`src/rtl/enc_filt_pkg.sv`:
```
package enc_filt_pkg;
  localparam int NUM_CH  = 3;
  localparam int CH_A    = 0;
  localparam int CH_B    = 1;
  localparam int CH_IDX  = 2;
  localparam int SEL_W   = 3;
  localparam int DIV_MAX = 64;
  localparam int CNT_W   = $clog2(DIV_MAX);
  localparam int RUN_LEN = 3;

  // divisor for a select code; codes past the table saturate at the top ratio
  function automatic int unsigned div_of(input logic [SEL_W-1:0] sel);
    case (sel)
      3'd0:    return 1;
      3'd1:    return 2;
      3'd2:    return 4;
      3'd3:    return 16;
      3'd4:    return 32;
      default: return DIV_MAX;
    endcase
  endfunction

  // terminal count of the prescaler for a select code
  function automatic logic [CNT_W-1:0] last_of(input logic [SEL_W-1:0] sel);
    int unsigned d;
    d = div_of(sel) - 1;
    return d[CNT_W-1:0];
  endfunction
endpackage

```
`src/rtl/enc_sync.sv`:
```
module enc_sync #(
  parameter int W      = 3,
  parameter int STAGES = 2
) (
  input  logic         clk,
  input  logic         rst_n,
  input  logic [W-1:0] din,
  output logic [W-1:0] dout
);
  logic [W-1:0] stage_q [STAGES];

  always_ff @(posedge clk or negedge rst_n) begin
    if (!rst_n) begin
      for (int s = 0; s < STAGES; s++) stage_q[s] <= '0;
    end else begin
      stage_q[0] <= din;
      for (int s = 1; s < STAGES; s++) stage_q[s] <= stage_q[s-1];
    end
  end

  assign dout = stage_q[STAGES-1];

  // age counter arms the latency check once the chain is full of real data
  logic [1:0] age_q;
  always_ff @(posedge clk or negedge rst_n) begin
    if (!rst_n)          age_q <= '0;
    else if (age_q != 2'd3) age_q <= age_q + 2'd1;
  end

  p_sync_latency_r1: assert property (@(posedge clk) disable iff (!rst_n)
    (age_q == 2'd3) |-> (dout == $past(din, STAGES)));
endmodule

```
`src/rtl/enc_presc.sv`:
```
module enc_presc
  import enc_filt_pkg::*;
(
  input  logic             clk,
  input  logic             rst_n,
  input  logic [SEL_W-1:0] sel,
  output logic             tick
);
  logic [CNT_W-1:0] cnt_q;
  logic [CNT_W-1:0] last;

  assign last = last_of(sel);
  // >= so that a shrinking ratio never strands the counter above its limit
  assign tick = (cnt_q >= last);

  always_ff @(posedge clk or negedge rst_n) begin
    if (!rst_n)    cnt_q <= '0;
    else if (tick) cnt_q <= '0;
    else           cnt_q <= cnt_q + 1'b1;
  end

  // with a ratio above 1 and a steady select, strobes never come back to back
  p_tick_spacing_r3: assert property (@(posedge clk) disable iff (!rst_n)
    (tick && sel != 3'd0) |=> (!tick || !$stable(sel)));

  // codes beyond the table must space strobes like the top ratio
  p_top_codes_r4: assert property (@(posedge clk) disable iff (!rst_n)
    (tick && sel[2] && sel != 3'd4) |=> (!tick || !$stable(sel)));
endmodule

```
`src/rtl/enc_glitch_filter.sv`:
```
module enc_glitch_filter #(
  parameter int RUN = 3
) (
  input  logic clk,
  input  logic rst_n,
  input  logic tick,
  input  logic din,
  output logic dout
);
  localparam int HIST = RUN - 1;

  logic [HIST-1:0] hist_q;
  logic [HIST:0]   window;
  logic            run_hi;
  logic            run_lo;

  assign window = {hist_q, din};
  assign run_hi = &window;
  assign run_lo = ~|window;

  always_ff @(posedge clk or negedge rst_n) begin
    if (!rst_n) begin
      hist_q <= '0;
      dout   <= 1'b0;
    end else if (tick) begin
      hist_q <= window[HIST-1:0];
      if (run_hi)      dout <= 1'b1;
      else if (run_lo) dout <= 1'b0;
    end
  end

  p_move_on_tick_r5: assert property (@(posedge clk) disable iff (!rst_n)
    !$stable(dout) |-> $past(tick));

  p_move_needs_run_r5: assert property (@(posedge clk) disable iff (!rst_n)
    !$stable(dout) |-> ($past(din) == dout && $past(hist_q[0]) == dout));
endmodule

```
`src/rtl/enc_input_filter.sv`:
```
module enc_input_filter
  import enc_filt_pkg::*;
(
  input  logic             clk,
  input  logic             rst_n,
  input  logic             a_raw,
  input  logic             b_raw,
  input  logic             idx_raw,
  input  logic [SEL_W-1:0] presc_sel,
  input  logic             filt_bypass,
  input  logic             a_en,
  input  logic             b_en,
  input  logic             idx_en,
  input  logic             a_inv,
  input  logic             b_inv,
  input  logic             idx_inv,
  output logic             a_clean,
  output logic             b_clean,
  output logic             idx_clean
);
  logic [NUM_CH-1:0] raw_vec;
  logic [NUM_CH-1:0] en_vec;
  logic [NUM_CH-1:0] inv_vec;
  logic [NUM_CH-1:0] synced;
  logic [NUM_CH-1:0] gated;
  logic [NUM_CH-1:0] filtered;
  logic [NUM_CH-1:0] clean;
  logic              sample_tick;

  assign raw_vec[CH_A]   = a_raw;
  assign raw_vec[CH_B]   = b_raw;
  assign raw_vec[CH_IDX] = idx_raw;
  assign en_vec[CH_A]    = a_en;
  assign en_vec[CH_B]    = b_en;
  assign en_vec[CH_IDX]  = idx_en;
  assign inv_vec[CH_A]   = a_inv;
  assign inv_vec[CH_B]   = b_inv;
  assign inv_vec[CH_IDX] = idx_inv;

  enc_sync #(.W(NUM_CH), .STAGES(2)) u_sync (
    .clk  (clk),
    .rst_n(rst_n),
    .din  (raw_vec),
    .dout (synced)
  );

  enc_presc u_presc (
    .clk  (clk),
    .rst_n(rst_n),
    .sel  (presc_sel),
    .tick (sample_tick)
  );

  for (genvar c = 0; c < NUM_CH; c++) begin : g_ch
    // polarity first, gate last: a disabled lane is 0 even when inverted
    assign gated[c] = en_vec[c] & (synced[c] ^ inv_vec[c]);

    enc_glitch_filter #(.RUN(RUN_LEN)) u_filt (
      .clk  (clk),
      .rst_n(rst_n),
      .tick (sample_tick),
      .din  (gated[c]),
      .dout (filtered[c])
    );

    assign clean[c] = filt_bypass ? gated[c] : filtered[c];

    p_off_is_zero_r7: assert property (@(posedge clk) disable iff (!rst_n)
      (filt_bypass && !en_vec[c]) |-> (clean[c] == 1'b0));

    p_bypass_tracks_r2: assert property (@(posedge clk) disable iff (!rst_n)
      (filt_bypass && en_vec[c]) |-> (clean[c] == (synced[c] ^ inv_vec[c])));
  end

  assign a_clean   = clean[CH_A];
  assign b_clean   = clean[CH_B];
  assign idx_clean = clean[CH_IDX];
endmodule

```
`config.mk`:
```
export PLATFORM = sky130hd
export DESIGN_NAME = enc_input_filter
export DESIGN_NICKNAME = d
export VERILOG_FILES = /design/src/rtl/enc_filt_pkg.sv /design/src/rtl/enc_sync.sv /design/src/rtl/enc_presc.sv /design/src/rtl/enc_glitch_filter.sv /design/src/rtl/enc_input_filter.sv
export SDC_FILE = /design/constraint.sdc
export NUM_CORES = 1
export LEC_CHECK = 0
export CORE_MARGIN = 4
export CORE_UTILIZATION = 55
export CTS_BUF_LIST = sky130_fd_sc_hd__clkbuf_8
export DETAILED_ROUTE_END_ITERATION = 10
export PLACE_DENSITY = 0.81
export SLEW_MARGIN = 20
export SYNTH_ARGS = -nofsm -noshare
export SYNTH_HDL_FRONTEND = slang
export SYNTH_SLANG_ARGS = --single-unit
export TNS_END_PERCENT = 50
```
`constraint.sdc`:
```
create_clock -name clk -period 3 [get_ports clk]
set_clock_uncertainty 0.15 [all_clocks]
set_input_delay 0.6 -clock clk [delete_from_list [all_inputs] [get_ports clk]]
set_output_delay 0.6 -clock clk [all_outputs]
set_load 0.005 [all_outputs]
```
### Word level (Yosys, flattened, before mapping)

Cells that the tools add are included.

| word-level totals | value |
|---|---|
| register bits | 21 |
| bits in latches | 0 |
| memory bits (writable) | 0 |
| ROM bits | 0 |
| input port bits | 15 |
| word-level logic and storage cells | 46 |
| memories | 0 |

| operators by class | value |
|---|---|
| $add $sub $neg | 2 |
| multiply operators | 0 |
| divide/modulo/power cells | 0 |
| $lt $le $gt $ge | 1 |
| equal/unequal tests | 7 |
| shifts and indexed selects | 0 |
| muxes and demuxes | 11 |
| bitwise operators | 6 |
| reduce and logical (&&, ||, !) cells | 10 |

Operators by type and width:

| operator | count |
|---|---|
| one-hot mux 6 bit (5 select lines) | 1 |
| two-way mux 1 bit | 9 |
| AND reduction 3 bit | 3 |
| OR reduction 3 bit | 3 |
| adder 6 x 1 -> 6 bit (second input constant) | 1 |
| equality test 3 x 2 -> 1 bit (second input constant) | 2 |
| >= comparator 6 bit | 1 |
| two-way mux 6 bit | 1 |
| != test 2 x 1 -> 1 bit (second input constant) | 3 |
| AND reduction 2 bit | 3 |
| subtractor 6 x 1 -> 6 bit (second input constant) | 1 |
| bitwise AND 1 bit | 3 |
| equality test 3 x 1 -> 1 bit (second input constant) | 1 |
| equality test 3 bit (second input constant) | 1 |
| logical NOT 3 bit | 1 |
| bitwise XOR 1 bit | 3 |

### Depth between registers and ports, before layout

Gate-level depths: netlist of run 1.

| logic depth | value |
|---|---|
| depth in word-level cells | 5 |
| mapped depth | 10 |

### Hierarchy

From an unflattened synthesis of run 1, not the netlist that was laid out.

| second synthesis, totals | value |
|---|---|
| cell total of the unflattened synthesis | 97 |
| area total of the unflattened synthesis | 1142.3 µm² |

Modules (own cells, without submodules):

| module | times used | cells each | area each (µm²) |
|---|---|---|---|
| enc_presc | 1 | 49 | 478.0 |
| enc_glitch_filter | 3 | 9 | 132.6 |
| enc_sync | 1 | 9 | 172.7 |
| enc_input_filter | 1 | 12 | 93.8 |

### Least setup slack after synthesis of run 1

OpenSTA, ideal clock, no wires.

| timing path | value |
|---|---|
| kind | in2reg |
| from | input port presc_sel[2] |
| to | register g_ch[0].u_filt.hist_q[0] |
| setup time | 0.125 ns |
| arrival time | 2.127 ns |
| setup slack | 0.598 ns |
| stages on the path | 8 |
| buffers on the path | 0 |
| cells stage by stage | nor2_1 > inv_1 > ha_1 > xnor2_1 > ha_1 > nand4_2 > o221ai_4 > mux2_2 |

| between the ends | value |
|---|---|
| longest elaborated chain between the ends | 4 |
| elaborated cells between the ends (all ways) | 8 |

Ends and longest elaborated chain:

| what | line | source |
|---|---|---|
| start, declared | enc_input_filter.sv:9 | `input logic [SEL_W-1:0] presc_sel,` |
| equality test 3 bit (tied with other cells) | enc_filt_pkg.sv:13 | `case (sel)` |
| one-hot mux 6 bit (5 select lines) (*) | enc_filt_pkg.sv:13 |  |
| subtractor 6 x 1 -> 6 bit (*) | enc_filt_pkg.sv:26 | `d = div_of(sel) - 1;` |
| >= comparator 6 bit (*) | enc_presc.sv:14 | `assign tick = (cnt_q >= last);` |
| end signal, assigned | enc_glitch_filter.sv:26 | `hist_q <= window[HIST-1:0];` |
| end, declared | enc_glitch_filter.sv:12 | `logic [HIST-1:0] hist_q;` |

Every way passes the cells marked *; elsewhere a longest branch is shown, timed or not.
A chain may end at the register's enable or synchronous reset.

### Worst setup path in the final report of run 1

| timing path | value |
|---|---|
| from | input port a_inv |
| to | output port a_clean |

| between the ends | value |
|---|---|
| longest elaborated chain between the ends | 3 |

Ends and longest elaborated chain:

| what | line | source |
|---|---|---|
| start, declared | enc_input_filter.sv:14 | `input logic a_inv,` |
| bitwise XOR 1 bit | enc_input_filter.sv:56 | `assign gated[c] = en_vec[c] & (synced[c] ^ inv_vec[c]);` |
| bitwise AND 1 bit | enc_input_filter.sv:56 |  |
| two-way mux 1 bit | enc_input_filter.sv:66 | `assign clean[c] = filt_bypass ? gated[c] : filtered[c];` |
| end, declared | enc_input_filter.sv:17 | `output logic a_clean,` |

No other way between the ends.

==> results of run 1 <==
worst paths after layout:
check / startpoint / end / cells past startpoint / slack (ps)
worst max-delay path: a_inv / a_clean / 5 / 140
worst min-delay path: u_sync.stage_q[5] / u_sync.dout[2] / 0 / 200
worst max register to register: u_presc.cnt_q[0] / g_ch[0].u_filt.hist_q[0] / 7 / 1060
worst min register to register: u_sync.stage_q[5] / u_sync.dout[2] / 0 / 200
max in group asynchronous: rst_n / g_ch[0].u_filt.dout / 2 / 1960
min in group asynchronous: rst_n / u_sync.stage_q[4] / 2 / 530
critical path, cell delays in order:
cell	delay, ps
clkdlybuf4s50_1	410
xor2_1	160
and2_2	220
mux2_2	260
clkdlybuf4s50_1	440
layout make-up:
cell class,count,area [um^2],area share [%]
sequential,21,525.5,38.64
timing repair buffer,21,212.7,15.64
tap,25,31.28,2.300
clock buffer,3,41.29,3.036
inverter,3,11.26,0.8280
multi-input combinational,65,534.3,39.28
clock inverter,1,3.754,0.2760
placed cells by master, fill, tap and decap left out, drive strengths merged:
cell | Yosys | layout
dfrtp | 21 | 21
clkdlybuf4s50 | 0 | 17
nor2 | 13 | 13
mux2 | 9 | 9
ha | 8 | 8
xor2 | 5 | 5
nand2 | 4 | 4
inv | 3 | 4
a21oi | 4 | 4
buf | 1 | 4
xnor2 | 3 | 3
nor3 | 3 | 3
clkbuf | 0 | 3
and2 | 3 | 3
a211oi | 3 | 3
a31oi | 3 | 3
nand3 | 2 | 2
o21ai | 1 | 1
or3 | 1 | 1
nand2b | 1 | 1
nand4 | 1 | 1
o221ai | 1 | 1
cell usage after synthesis:
library cell  number
a31oi_4            1
nand4_2            1
inv_1              3
xnor2_1            3
xor2_1             5
nand2_1            4
o221ai_4           1
a31oi_1            2
a21oi_1            3
a211oi_2           2
ha_1               8
a211oi_1           1
o21ai_0            1
or3_1              1
nand2b_4           1
a21oi_2            1
nor3_1             3
mux2_2             9
nand3_1            2
buf_8              1
nor2_1            13
dfrtp_1           21
and2_1             3
metrics by stage:
| stage | power (uW) | setup slack (ps) | setup TNS [ps] |
|---|---|---|---|
| floorplan | 733.2 | 598.3 | 0 |
| global placement | 827.5 | 17.05 | 0 |
| detailed placement | 847.8 | -81.30 | -496.5 |
| CTS | 1026 | 116.2 | 0 |
| global route | 1096 | 64.94 | 0 |
| finish | 1016 | 144.7 | 0 |
where the power goes:
group / internal [uW] / leakage, uW / switching [uW]
clock: 91.0 / 0.0000269 / 85.8
combinational: 222 / 0.000310 / 190
sequential: 358 / 0.000266 / 69.0
sequential cells by signal, indices dropped and copies added, names as in the netlist:
register / cells
u_presc.cnt_q: 6
g_ch.u_filt.hist_q: 6
g_ch.u_filt.dout: 3
u_sync.stage_q: 3
u_sync.dout: 3
per-layer routing:
metal  routed length (um)  part of all wire [%]
met5                    0                     0
met4                   31                   1.7
met3                   69                   3.7
met2                  923                    50
met1                  836                    45
cells by family after synthesis:
| logic type | synth area share, % |
|---|---|
| simple gates | 12.92 |
| flops | 48.44 |
| compound gates | 11.19 |
| mux | 9.343 |
| xor+xnor | 6.459 |
| fa+ha+maj | 9.228 |
| buf+inv | 2.422 |
==> out/metrics.yaml, run 1 <==
outcome:
  status: "complete, no violations"
routing:
  wl_per_cell_um: 13.38
  vias: 707
  drt_wl_total_mm: 1.860
  routed_via_density: 5.086
  drc: 0
  first_pass_iters: 3
  dr.first_iter.drc_count: 4
  drtAntennaViolNets: 0
global_route:
  track_usage_pct: 16.03
  grt_pass1_wl_mm: 3.139
  grt_overflow_total: 0
  grtUsageMet3_pct: 3.704
  grt_max_degree: 22
  busiest_layer: "met2"
  grt_use_met1_pct: 19.38
  grt_pass1_vias: 727
  antenna_found_initial: 0
  use_met2_pct: 27.27
worst_setup_path:
  critPathRequiredTime_ps: 2250
  worstPathMaxFanout: 4
  start_kind: "input port"
  path_class: "input port to output port"
  worst-endpoint-arrival_ps: 2110
  end_kind: "output port"
pwr:
  cellPowerDensity_nw_per_um2: 747.2
  ir_worst_vdd_mv: 0.5549
  power_leakage_uw: 0.0006027
clock_network:
  clkTransAtPathRegs_ps: 70
  clock-root-buffer: "clkbuf_8"
  cts_buffers: 3
  cts.sinks: 21
  htreeDepth: 1
  cts_setup_buffers: 0
  cts_tree: "built"
  clk_path_buf_depth: 2
  ctsHoldBuffers: 0
  cts_resized: 0
  clk_latency_ps: 250
logic_synthesis:
  synthDistinctLibCells: 23
  avgSynthCellArea_um2: 12.05
  yosys-top-cells-area: "dfrtp_1 48%, mux2_2 9.3%, ha_1 9.2%"
  netlist_area_um2: 1085
  yosysWarnings: 0
  yosys.area.top_type_share_pct: 48.44
  syn_nets: 113
  syn_inst: 90
  seq_area_frac_synth_pct: 48.44
  synth_seq_cells: 21
  yosys.area.top_type: "dfrtp_1"
placement:
  port_buffers: 17
  gp_congestion: 0.6799
  place_area_um2: 1314
  place_inst: 135
  dp_hpwl_mm: 1.451
sta:
  holdWs_ps: 201.2
  rsz0062_at_grt: "false"
  worstMarginPinSlew_ps: 265.5
  post-route-period-util_pct: 95.18
  fmax_mhz: 350.2
  maxSlewViolCount: 0
  hold_viol_final: 0
  period_needed_ps: 2855
  maxSlewHeadroom_pct: 82.30
  setup_violations: 0
final_layout:
  finalNonFillerCells: 139
  layout-drive-gt1-share_pct: 21.05
  n_fill_cell: 118
  fin_util_pct: 75.49
  area_delta_synth_final_pct: 25.37
  n_antenna_cell: 0
  stdcell_area_um2: 1360
  nNetsFinal: 138
floorplanning:
  die_w_um: 52.41
  initial_core_util_pct: 60.21
  die-area_um2: 2747
  die_y_um: 52.41
  fp.coreArea_um2: 1802
  rows: 15
  io_pins: 18
worst_hold_path:
  hp-class: "register to register"
run:
  cap_violations: 0
No activity file was read; power rests on OpenSTA's default activity.
==> inputs of run 2 (changes only) <==
--- a/config.mk
+++ b/config.mk
@@ -10,7 +10,6 @@
 export CTS_BUF_LIST = sky130_fd_sc_hd__clkbuf_8
 export DETAILED_ROUTE_END_ITERATION = 10
 export PLACE_DENSITY = 0.81
-export SLEW_MARGIN = 20
 export SYNTH_ARGS = -nofsm -noshare
 export SYNTH_HDL_FRONTEND = slang
 export SYNTH_SLANG_ARGS = --single-unit
==> constraint.sdc (replaced) <==
create_clock -name clk -period 3.6 [get_ports clk]
set_clock_uncertainty 0.15 [all_clocks]
set_input_delay 0.72 -clock clk [delete_from_list [all_inputs] [get_ports clk]]
set_output_delay 0.72 -clock clk [all_outputs]
set_load 0.005 [all_outputs]
==> run 2 against run 1 <==
Compared with the run above:
- critical path depth did not move
- utilization fell by 1.9 points
- clock power fell by 15%
- final cell count fell by 2.2%
- total power fell by 19%
- largest power group unchanged
- sequential share of layout area rose by 1.0 points
- design area fell by 2.6%
- sequential cell count did not move
- non-clock buffer count fell by 3
- first-iteration DRC count rose to 3.0 times the previous value
==> out/metrics.yaml, run 2 (synthesized netlist as in run 1, its figures left out) <==
outcome:
  status: "complete, no violations"
sta:
  period_needed_ps: 3090
  setup_slack_ps: 509.7  # +365.0 ps
  worstMarginPinSlew_ps: 889.9  # +624.4 ps
  maxSlewViolCount: 0  # unchanged
  setup_tns_ps: 0  # unchanged
  hold_viol_final: 0  # unchanged
  maxSlewHeadroom_pct: 40.49  # -42 points
  rsz0062_at_grt: "false"
  post-route-period-util_pct: 85.84
  fmax_mhz: 323.6
  setup_violations: 0  # unchanged
worst_hold_path:
  min_to: "u_sync.dout[1]"
  hold-path-cell-count: 0  # unchanged
  hp-start: "u_sync.stage_q[4]"
  hp-class: "register to register"
global_route:
  antenna_found_initial: 0  # unchanged
  grt_overflow_total: 0  # unchanged
  track_usage_pct: 14.44  # -1.6 points
  grt_max_degree: 22  # unchanged
  grt_pass1_wl_mm: 2.849  # -9.2%
  grt_pass1_vias: 677  # -6.9%
pwr:
  swShare_pct: 34.57  # +0.59 points
  netSwitchingPower_uw: 283.1  # -18%
  pwr-share-clk_pct: 18.3  # +0.9 points
  p_int_uw: 535.9  # -20%
  power_leakage_uw: 0.0005822  # -3.4%
  ir_worst_vdd_mv: 0.5090  # -8.3%
  cellPowerDensity_nw_per_um2: 618.0  # -17%
  p_comb_share_pct: 38.6  # -2.0 points
  p_seq_share_pct: 43.1  # +1.1 points
final_layout:
  top_regs: "g_ch.u_filt.hist_q: 6 flops, u_presc.cnt_q: 6 flops"
  final_cell_mix: "21 x dfrtp_1, 17 x clkdlybuf4s50_1, 13 x nor2_1"
  n_antenna_cell: 0  # unchanged
  final_common_cell: "dfrtp_1"
  n_fill_cell: 134  # +14%
  layout-drive-gt1-share_pct: 18.92  # -2.1 points
  multiInputGateArea_um2: 533.0  # -0.23%
  finalNonFillerCells: 136  # -2.2%
  nNetsFinal: 135  # -2.2%
  stdcell_area_um2: 1325  # -2.6%
  area_delta_synth_final_pct: 22.15
  seqCellArea_um2: 525.5  # unchanged
worst_setup_path:
  worst-r2r-cell-count: 7  # unchanged
  r2r-end: "g_ch[1].u_filt.dout"
  start_kind: "input port"
  critPathRequiredTime_ps: 2730  # +480 ps
  path_class: "input port to output port"
  rr_startpoint: "u_presc.cnt_q[0]"
  worst-endpoint-arrival_ps: 2220  # +110 ps
  reg2reg_slack_ps: 1540  # +480 ps
  worstPathMaxFanout: 4  # unchanged
  end_kind: "output port"
routing:
  first_pass_iters: 4  # +1
  drc: 0  # unchanged
  drt_wl_total_mm: 1.753  # -5.8%
  dr.first_iter.drc_count: 12  # +8
  routed_via_density: 5.154  # +1.3%
  wl_per_cell_um: 12.89  # -3.7%
  vias: 701  # -0.85%
  drtAntennaViolNets: 0  # unchanged
clock_network:
  clk_path_buf_depth: 2  # unchanged
  cts.sinks: 21  # unchanged
  cts_tree: "built"
  ctsHoldBuffers: 0  # unchanged
  cts_buffers: 3  # unchanged
  clkTransAtPathRegs_ps: 80  # about the same
  cts_setup_buffers: 0  # unchanged
  htreeDepth: 1  # unchanged
  clk_latency_ps: 250  # about the same
  cts_resized: 0  # unchanged
  clock-root-buffer: "clkbuf_8"
placement:
  place_area_um2: 1279  # -2.7%
  place_inst: 132  # -2.2%
  dp_hpwl_mm: 1.311  # -9.6%
  port_buffers: 17  # unchanged
  dpl_worst_slack_ps: 323.6  # +404.9 ps
  gp_congestion: 0.7907  # +16%
floorplanning:
  rows: 15  # unchanged
  die_y_um: 52.41  # unchanged
  fp.coreArea_um2: 1802  # unchanged
  die-area_um2: 2747  # unchanged
  die_w_um: 52.41  # unchanged
  io_pins: 18  # unchanged
  initial_core_util_pct: 60.21  # unchanged
run:
  cap_violations: 0  # unchanged
[run 2: cell types whose count changed in the layout (fill, tap and decap cells not counted)]
| cell | previous run | this run |
|---|---|---|
| and2_1 | 2 | 3 |
| and2_2 | 1 | 0 |
| buf_12 | 1 | 0 |
| buf_4 | 3 | 1 |
| clkinv_2 | 0 | 1 |
| inv_1 | 4 | 3 |
[run 2: metrics by stage]
step | power (uW) | hold WS [ps] | util (%)
after floorplan | 611.0 | 181.2 | -
after global placement | 659.9 | 183.4 | 70.97
after detailed placement | 673.8 | 193.4 | 70.97
after CTS | 826.3 | 211.2 | 73.54
after global routing | 881.0 | 232.7 | 73.54
final | 818.9 | 208.2 | 73.54
[run 2: cell type report]
cell class,instances,share of cell area [%]
Sequential cell,21,39.66
Multi-Input combinational cell,65,40.23
Tap cell,25,2.361
Clock buffer,3,3.116
Clock inverter,1,0.3777
Timing Repair Buffer,18,13.41
Inverter,3,0.8499
[run 2: worst max-delay path, stage by stage]
cell,delay [ps]
clkdlybuf4s50_1,470
xor2_1,120
and2_1,240
mux2_2,180
clkdlybuf4s50_1,490
[run 2: layer usage]
layer	vias to the layer above	GRT usage [%]	share of wire (%)
li1	360	-	-
met1	323	18.36	47
met2	16	23.76	48
met3	2	3.419	3.9
met4	0	5.106	0.68
met5	-	0	0
[run 2: worst max path at each step]
stage / startpoint / endpoint / slack (ps) / cells past startpoint
floorplan: presc_sel[2] / g_ch[0].u_filt.hist_q[0] / 1080 / 8
global placement: presc_sel[2] / g_ch[0].u_filt.hist_q[0] / 370 / 9
detailed placement: presc_sel[2] / g_ch[1].u_filt.hist_q[0] / 320 / 9
CTS: a_inv / a_clean / 490 / 5
global route: a_inv / a_clean / 420 / 5
finish: a_inv / a_clean / 510 / 5
[run 2: power by group through the flow]
| stage | logic [uW] | registers, uW | clock network (uW) |
|---|---|---|---|
| 3_3_place_gp | 305 | 355 | 0 |
| 3_5_place_dp | 316 | 357 | 0 |
| 4_1_cts | 319 | 353 | 154 |
| 2_1_floorplan | 265 | 346 | 0 |
| 6_report | 316 | 353 | 150 |
| 5_1_grt | 353 | 361 | 168 |
